**src/rtl/fs_cal_pkg.sv**
```systemverilog
package fs_cal_pkg;
  localparam logic [1:0] MODE_IDLE  = 2'b00;
  localparam logic [1:0] MODE_SLEEP = 2'b01;
  localparam logic [1:0] MODE_ACT   = 2'b10;

  localparam logic [1:0] POL_MANUAL = 2'b00;
  localparam logic [1:0] POL_ON     = 2'b01;
  localparam logic [1:0] POL_OFF    = 2'b10;

  typedef struct packed {
    logic start;
  } calCtl_t;
endpackage

```
**src/rtl/fs_cal_timer.sv**
```systemverilog
module fs_cal_timer
  import fs_cal_pkg::*;
#(
  parameter int CAL_CYCLES = 5
) (
  input  logic    clk,
  input  logic    rst_n,
  input  calCtl_t ctl,
  output logic    busy,
  output logic    finish
);
  localparam int CNT_W = $clog2(CAL_CYCLES + 1);
  localparam logic [CNT_W-1:0] LOAD = CNT_W'(CAL_CYCLES);

  logic [CNT_W-1:0] remain;

  always_ff @(posedge clk) begin
    if (!rst_n)          remain <= '0;
    else if (ctl.start)  remain <= LOAD;
    else if (busy)       remain <= remain - 1'b1;
  end

  assign busy   = (remain != '0);
  assign finish = (remain == CNT_W'(1));
endmodule

```
**src/rtl/fs_cal_seq.sv**
```systemverilog
module fs_cal_seq
  import fs_cal_pkg::*;
(
  input  logic       clk,
  input  logic       rst_n,
  input  logic [1:0] policy,
  input  logic [1:0] mode,
  input  logic       synthOnEv,
  input  logic       synthOffEv,
  input  logic       calStrobe,
  input  logic       chanChange,
  input  logic       condChanged,
  input  logic       busy,
  input  logic       finish,
  output calCtl_t    ctl,
  output logic       calDone,
  output logic       calValid,
  output logic       synthReady,
  output logic       strobeErr
);
  logic trigOn, trigOff, trigMan, isIdle, startNow;
  logic synOnQ, holdQ;

  assign isIdle   = (mode == MODE_IDLE);
  assign trigOn   = synthOnEv  && (policy == POL_ON);
  assign trigOff  = synthOffEv && (policy == POL_OFF);
  assign trigMan  = calStrobe  && isIdle;
  assign startNow = !busy && (trigOn || trigOff || trigMan);
  assign ctl.start = startNow;

  always_ff @(posedge clk) begin
    if (!rst_n) begin
      calDone   <= 1'b0;
      calValid  <= 1'b0;
      strobeErr <= 1'b0;
      synOnQ    <= 1'b0;
      holdQ     <= 1'b0;
    end else begin
      calDone   <= finish;
      strobeErr <= calStrobe && !isIdle;

      if (synthOnEv)       synOnQ <= 1'b1;
      else if (synthOffEv) synOnQ <= 1'b0;

      if (startNow && trigOn) holdQ <= 1'b1;
      else if (finish)        holdQ <= 1'b0;

      if (chanChange || condChanged) calValid <= 1'b0;
      else if (startNow)             calValid <= 1'b0;
      else if (finish)               calValid <= 1'b1;
    end
  end

  assign synthReady = synOnQ && !holdQ;
endmodule

```
**src/rtl/fs_cal_ctrl.sv**
```systemverilog
module fs_cal_ctrl
  import fs_cal_pkg::*;
#(
  parameter int CAL_CYCLES = 5
) (
  input  logic       clk,
  input  logic       rst_n,
  input  logic [1:0] policy,
  input  logic [1:0] mode,
  input  logic       synthOnEv,
  input  logic       synthOffEv,
  input  logic       calStrobe,
  input  logic       chanChange,
  input  logic       condChanged,
  output logic       calReq,
  output logic       calDone,
  output logic       calValid,
  output logic       synthReady,
  output logic       strobeErr
);
  calCtl_t ctl;
  logic busy, finish;

  fs_cal_seq u_seq (
    .clk(clk), .rst_n(rst_n), .policy(policy), .mode(mode),
    .synthOnEv(synthOnEv), .synthOffEv(synthOffEv), .calStrobe(calStrobe),
    .chanChange(chanChange), .condChanged(condChanged),
    .busy(busy), .finish(finish), .ctl(ctl),
    .calDone(calDone), .calValid(calValid),
    .synthReady(synthReady), .strobeErr(strobeErr)
  );

  fs_cal_timer #(.CAL_CYCLES(CAL_CYCLES)) u_timer (
    .clk(clk), .rst_n(rst_n), .ctl(ctl), .busy(busy), .finish(finish)
  );

  assign calReq = busy;
endmodule

```
**config.mk**
```make
export PLATFORM = sky130hd
export DESIGN_NAME = fs_cal_ctrl
export DESIGN_NICKNAME = d
export VERILOG_FILES = /design/src/rtl/fs_cal_pkg.sv /design/src/rtl/fs_cal_timer.sv /design/src/rtl/fs_cal_seq.sv /design/src/rtl/fs_cal_ctrl.sv
export SDC_FILE = /design/constraint.sdc
export NUM_CORES = 1
export LEC_CHECK = 0
export CORE_AREA = 2 2 39 41
export DETAILED_ROUTE_END_ITERATION = 12
export DIE_AREA = 0 0 41 43
export PLACE_DENSITY = 0.57
export SYNTH_ARGS = -nofsm -noshare
export SYNTH_HDL_FRONTEND = slang
export SYNTH_SLANG_ARGS = --single-unit
```
**constraint.sdc**
```tcl
create_clock -name clk -period 3.1 [get_ports clk]
set_input_delay 0.62 -clock clk [delete_from_list [all_inputs] [get_ports clk]]
set_output_delay 0.62 -clock clk [all_outputs]
set_load 0.05 [all_outputs]
```
## After elaboration in Yosys (flattened, before gate mapping)

Index checks and enable logic that the tools add are counted.
W data, S select, Z words.

| storage, ports and cells | value |
|---|---|
| input bits | 11 |
| register bits | 8 |
| output and inout port bits | 5 |
| word-level logic and storage cells | 38 |

| cells by class | value |
|---|---|
| equal/unequal tests | 3 |
| reduce and logical (&&, ||, !) cells | 20 |
| bitwise gates (word level) | 1 |
| add/sub/neg operators | 1 |
| muxes and demuxes | 6 |

Operators with widths:

| cell | number |
|---|---|
| $logic_and A1 B1 Y1 | 7 |
| $mux W3 | 2 |
| $reduce_bool A2 Y1 | 3 |
| $mux W1 | 4 |
| $eq A3 B1 Y1 const B | 1 |
| $logic_not A1 Y1 | 3 |
| $logic_or A1 B1 Y1 | 3 |
| $reduce_bool A3 Y1 | 1 |
| $reduce_or A3 Y1 | 1 |
| $sub A3 B1 Y3 const B | 1 |
| $eq A2 B1 Y1 const B | 1 |
| $eq A2 B2 Y1 const B | 1 |
| $logic_not A2 Y1 | 1 |
| $reduce_or A2 Y1 | 1 |
| $not A1 Y1 | 1 |

## Depth between registers and ports, before layout

Gate-level depths: netlist of run 1.

| depth | value |
|---|---|
| depth after elaboration | 7 |
| gate-level depth with buffers | 7 |
| mapped depth without buffers | 6 |

## Modules after synthesis

From an unflattened synthesis of run 1, not the netlist that was laid out.

| second synthesis, totals | value |
|---|---|
| cells, all modules | 40 |
| area, all modules | 407.9 sq um |

Modules (own cells, without submodules):

| module | area each (sq um) | cells each | times used | seq. area each (sq um) |
|---|---|---|---|---|
| fs_cal_seq | 210.2 | 21 | 1 | 100.1 |
| fs_cal_timer | 197.7 | 19 | 1 | 60.1 |

## Worst setup path after synthesis of run 1

Ideal clock, no wire load.

| path | value |
|---|---|
| path type | register to output |
| start | register u_timer.remain[0] |
| end | output calReq |
| path buffers | 1 |
| data required time | 2.480 ns |
| path slack | 1.436 ns |
| arrival | 1.044 ns |
| cell stages (with the launch flop) | 6 |
| path through | dfxtp_1 inv_1 ha_1 nor2b_1 buf_2 inv_2 |

| on the way | value |
|---|---|
| word-level cells in the longest chain between the ends | 1 |

RTL lines:

| what | RTL line | RTL |
|---|---|---|
| start: declaration | fs_cal_timer.sv:15 | `logic [CNT_W-1:0] remain;` |
| start signal: assignment | fs_cal_timer.sv:20 | `else if (busy) remain <= remain - 1'b1;` |
| $reduce_bool A3 Y1 | fs_cal_timer.sv:23 | `assign busy = (remain != '0);` |
| end: declaration | fs_cal_ctrl.sv:15 | `output logic calReq,` |

No other way between the ends.

## Worst setup path in the final report of run 1

Ends and elaborated chain as after synthesis.

==> flow_summary.yaml, run 1 <==
timing:
  timing.setup.tns_ns: 0
  fin_skew_ns: 0.0003800
  rsz0062_at_grt: "false"
  timing.final.crit_share_pct: 85.61
  max_freq_mhz: 376.8
  min_period_ns: 2.654
  report.final.hold_viol_count: 0
  slew_headroom_pct: 66.47
  drv_slew: 0
  worst_pin_slew_ns: 0.5014
  setup_viol: 0
floorplan:
  die_h_um: 43
  start_util_pct: 27.49
  core.rowCount: 14
  die-area_um2: 1763
  core_um2: 1384
  die_x_um: 41
  ios: 16
synthesis:
  yosysTopAreaCellShare_pct: 42.11
  synthCells: 42
  syn-num-nets: 56
  netlist_top_cells_area: "dfxtp_1 (42%), ha_1 (9.9%), inv_1 (4.9%)"
  yosysTopAreaCell: "dfxtp_1"
  ys_ff_latch: 8
  synth_cell_types: 21
  syn_avg_cell_area_um2: 9.056
  yosys_warnings: 0
  netlist_area_um2: 380.4
  yosysSeqAreaShare_pct: 42.11
place:
  place_congestion: 0.7958
  hpwl_um: 645.2
  portBuffers: 15
min_path:
  hold_path_class: "register to register"
  whs_path_depth: 2
setup_path:
  startpoint_type: "register"
  arrival_ns: 2.03
  endpoint_kind: "primary output"
  r2r_slack_ns: 1.60
  ff2ff_path_depth: 5
  reg2reg_from: "u_timer.remain[0]"
  critPathCapture: "calReq"
  crit_type: "register to primary output"
  critPathLaunch: "u_timer.remain[0]"
  r2r-end: "u_timer.remain[0]"
  worstPathMaxFanout: 7
  crit_required_ns: 2.48
detailed_routing:
  detail-route-antenna-nets: 0
  routed-via-count: 344
  drtIter0Drc: 5
  drc_errors: 0
  viasPerCell: 4.587
  wl_per_cell_um: 11.03
  dr.pass1.iters: 4
  wirelength_um: 827
clocking:
  cts_buffer_depth: 2
  cts_buffers: 3
  cts_tree: "yes"
  cts.clk_slew.worst_paths_ns: 0.06
  ctsResizeCount: 0
  ctsHoldBuffers: 0
  clk-insertion-delay-late_ns: 0.25
  cts_root_buf: "clkbuf_4"
  h-tree-depth: 1
  post-cts-setup-buffers: 0
  cts.sinks: 8
finish:
  drive_above_1_share_pct: 6.780
  area_growth_pct: 49.34
  final.fill_count: 145
  antenna-diode-count: 0
  final_nets: 75
global_routing:
  grt_pass1_vias: 320
  grt_pass1_wl_um: 1297
  grt_start_max_net_pins: 8
  gr-total-overflow: 0
  grt_usage_pct: 11.76
  antenna_found_initial: 0
run_status:
  status: "complete, no violations"
power_and_ir_drop:
  pwr_density_cell_nw_per_um2: 741.0
  power_leakage_uw: 0.0002437
  p_total_uw: 420.9
  vdd_drop_max_mv: 0.3871
run:
  maxCapViolCount: 0
[layout make-up]
cell class                 instances  area, um^2  share of cell area (%)
sequential                         8       160.2                   28.19
clock buffer                       3       22.52                   3.965
timing repair buffer              15       150.1                   26.43
inverter                           6       22.52                   3.965
tap                               16       20.02                   3.524
multi-input combinational         27       192.7                   33.92
[logic make-up after synthesis]
| logic type | after synthesis | synth area share (%) |
|---|---|---|
| compound gates | 9 | 18.09 |
| xor+xnor | 1 | 2.303 |
| fa+ha+maj | 3 | 9.869 |
| buf+inv | 7 | 7.235 |
| flops | 8 | 42.10 |
| simple gates | 14 | 20.40 |
[synthesized netlist by cell type]
| cell type | instances |
|---|---|
| nand4_1 | 1 |
| a21o_1 | 1 |
| nand3b_1 | 1 |
| a21oi_1 | 3 |
| nor2_1 | 4 |
| inv_2 | 1 |
| o221a_1 | 1 |
| and2_1 | 1 |
| nor2b_1 | 3 |
| xor2_1 | 1 |
| a2bb2oi_1 | 1 |
| o221ai_1 | 1 |
| o31a_1 | 1 |
| buf_2 | 1 |
| nor3b_1 | 1 |
| ha_1 | 3 |
| dfxtp_1 | 8 |
| o32ai_1 | 1 |
| and3b_1 | 1 |
| nand2_1 | 2 |
| inv_1 | 5 |
[layer usage]
layer / part of all wire (%) / track usage, %
met1: 44 / 13.87
met2: 46 / 15.63
met3: 10 / 6.283
met4: 0 / 8.000
met5: 0 / 0
[power by group]
group          switching, uW  internal, uW
registers               15.5           126
clock network           36.6          44.4
logic                    119          79.1
[worst min-delay path by stage]
stage	slack (ns)	from	end
after global routing	0.51	u_timer.remain[1]	u_timer.remain[1]
after detailed placement	0.47	u_seq.synOnQ	u_seq.synOnQ
after CTS	0.48	u_seq.synOnQ	u_seq.synOnQ
after floorplan	0.44	u_seq.synOnQ	u_seq.synOnQ
final	0.48	u_timer.remain[1]	u_timer.remain[1]
after global placement	0.47	u_seq.synOnQ	u_seq.synOnQ
[registers in the layout, indices dropped and copies added, names as in the netlist]
register and flops:
u_timer.remain 3, u_seq.calDone 1, u_seq.calValid 1, u_seq.holdQ 1, u_seq.strobeErr 1, u_seq.synOnQ 1
[stage by stage]
| step | std cells | area, um^2 | hold WS, ns | util (%) | setup WS [ns] |
|---|---|---|---|---|---|
| 4_1_cts | 75 | 568.0 | 0.4832 | 41.05 | 0.4550 |
| 3_3_place_gp | 72 | 545.5 | 0.4681 | 39.42 | 0.7665 |
| 5_1_grt | 75 | 568.0 | 0.5146 | 41.05 | 0.3062 |
| 3_5_place_dp | 72 | 545.5 | 0.4701 | 39.42 | 0.7324 |
| 6_report | 75 | 568.0 | 0.4810 | 41.05 | 0.4462 |
| 2_1_floorplan | 42 | 380.4 | 0.4433 | - | 1.436 |
[critical path, stage by stage (launching register included)]
cell,delay [ns]
dfxtp_1,0.34
inv_1,0.09
ha_1,0.13
nor2b_1,0.42
inv_2,0.08
clkdlybuf4s50_1,0.72
[placed cells by master (no fill, tap or decap)]
cell / count
nand2_1: 2
clkdlybuf4s50_1: 15
inv_1: 5
o31a_1: 1
dfxtp_1: 8
nand4_1: 1
and2_1: 1
nor2b_1: 3
a21oi_1: 3
o32ai_1: 1
inv_2: 1
clkbuf_4: 3
a2bb2oi_1: 1
and3b_1: 1
a21o_1: 1
o221ai_1: 1
nor2_1: 4
o221a_1: 1
ha_1: 3
nor3b_1: 1
nand3b_1: 1
xor2_1: 1
(Power assumes the default switching activity.)
==> run 2: changes to the inputs <==
--- a/config.mk
+++ b/config.mk
@@ -5,9 +5,9 @@
 export SDC_FILE = /design/constraint.sdc
 export NUM_CORES = 1
 export LEC_CHECK = 0
-export CORE_AREA = 2 2 39 41
+export CORE_AREA = 5 5 42 44
 export DETAILED_ROUTE_END_ITERATION = 12
-export DIE_AREA = 0 0 41 43
+export DIE_AREA = 0 0 47 49
 export PLACE_DENSITY = 0.57
 export SYNTH_ARGS = -nofsm -noshare
 export SYNTH_HDL_FRONTEND = slang
==> run 2 against run 1 <==
Register-to-register slack worse by 0.03 ns. Maximum frequency fell by 0.45%. Final cell count stayed put. Wire length increased by 1.3%. Worst setup slack worse by 0.012 ns. Combinational power is essentially flat. Cell area is the same.
==> flow_summary.yaml, run 2 (synthesized netlist as in run 1, its figures left out) <==
run_status:
  status: "complete, no violations"
place:
  place_congestion: 0.8066
  pre_cts_slack_ns: 0.7294
  portBuffers: 15
setup_path:
  startpoint_type: "register"
  crit_required_ns: 2.48
  arrival_ns: 2.05
  slowest_delay_ns: 0.72
  worstPathMaxFanout: 7
  crit_type: "register to primary output"
  critPathBufInv: 3
  crit_chain: "inv_1 > ha_1 > nor2b_1 > inv_2 > clkdlybuf4s50_1"
  crit_cells: 5
  crit_family: "buffers and inverters"
  ff2ff_path_depth: 5
  endpoint_kind: "primary output"
  crit_slowest_cell: "clkdlybuf4s50_1"
global_routing:
  grt_usage_pct: 7.992
  grt_pass1_vias: 312
  grt_start_max_net_pins: 8
  grt_pass1_wl_um: 1297
  gr-total-overflow: 0
  antenna_found_initial: 0
floorplan:
  core_um2: 1401
  die-area_um2: 2303
  start_util_pct: 27.14
  core.rowCount: 14
  die_x_um: 47
  ios: 16
  die_h_um: 49
clocking:
  cts_buffer_depth: 2
  cts_root_buf: "clkbuf_4"
  cts.clk_slew.worst_paths_ns: 0.05
  ctsResizeCount: 0
  cts_tree: "yes"
  cts.sinks: 8
  ctsHoldBuffers: 0
  h-tree-depth: 1
  clk-insertion-delay-late_ns: 0.25
  cts_buffers: 3
  post-cts-setup-buffers: 0
detailed_routing:
  viasPerCell: 4.773
  wl_per_cell_um: 11.17
  drc_errors: 0
  wirelength_um: 838
  drtIter0Drc: 9
  detail-route-antenna-nets: 0
  dr.pass1.iters: 4
  routed-via-count: 358
finish:
  largest-register: "u_timer.remain"
  antenna-diode-count: 0
  area_growth_pct: 49.34
  largest_reg_flops: 3
  final_core_util_pct: 40.54
  drive_above_1_share_pct: 6.780
  final_cell_mix: "clkdlybuf4s50_1 (15), dfxtp_1 (8), inv_1 (5), nor2_1 (4)"
  final_nets: 75
  final_common_cell: "clkdlybuf4s50_1"
timing:
  rsz0062_at_grt: "false"
  holdWs_ns: 0.4857
  setup_viol: 0
  timing.setup.tns_ns: 0
  worst_pin_slew_ns: 0.5022
  setup_ws_ns: 0.4343
  report.final.hold_viol_count: 0
  timing.final.crit_share_pct: 85.99
  min_period_ns: 2.666
  fin_skew_ns: 0.003184
  max_freq_mhz: 375.1
  slew_headroom_pct: 66.42
  drv_slew: 0
power_and_ir_drop:
  power_leakage_uw: 0.0002437
  p_int_uw: 250.6
  seqPwrFrac_pct: 33.8
  p_sw_share_pct: 40.53
  clkPwrFrac_pct: 18.7
  comb_power_share_pct: 47.5
  vdd_drop_max_mv: 0.4348
  pwr_density_cell_nw_per_um2: 741.9
  p_sw_uw: 170.8
min_path:
  whs_path_depth: 2
  hold_path_class: "register to register"
run:
  maxCapViolCount: 0
## run 2: cell counts in the layout (fill, tap and decap cells not counted)
No cell type changed its count.
## run 2: worst paths after layout
kind / startpoint / to / slack, ns
max reg2reg: u_timer.remain[0] / u_timer.remain[2] / 1.57
min reg2reg: u_seq.synOnQ / u_seq.synOnQ / 0.49
min: u_seq.synOnQ / u_seq.synOnQ / 0.49
max: u_timer.remain[0] / calReq / 0.43
## run 2: through the flow
step                      std cells  area (um^2)  total power, uW
after CTS                        75        568.0            426.1
after detailed placement         72        545.5            344.1
after global routing             75        568.0            455.7
after floorplan                  42        380.4            288.0
after global placement           72        545.5            342.5
final                            75        568.0            421.4
## run 2: worst reg2reg max path: cells and delay by family (launching register included)
family | cells | cell delay, ns
buffers and inverters | 1 | 0.09
adders and majority gates | 1 | 0.15
DFF | 1 | 0.33
and+or+nand+nor | 2 | 0.58
AOI/OAI and AO/OA | 1 | 0.27
## run 2: layout make-up
type | count | area [um^2]
clock buffers | 3 | 22.52
fillers | 154 | 833.3
inverters | 6 | 22.52
multi-input cells | 27 | 192.7
flip-flops and latches | 8 | 160.2
well taps | 16 | 20.02
repair buffers | 15 | 150.1
## run 2: power groups by stage
stage | sequential (uW) | combinational (uW) | clock [uW]
after floorplan | 158 | 130 | 0
after global placement | 144 | 199 | 0
after detailed placement | 144 | 200 | 0
after CTS | 142 | 201 | 83.1
after global routing | 144 | 224 | 88.0
final | 142 | 200 | 79.0
## run 2: metal layers
layer | share of wire [%] | global-route usage [%]
met1 | 43 | 9.577
met2 | 45 | 10.18
met3 | 11 | 5.904
met4 | 1.7 | 4.147
met5 | 0 | 0
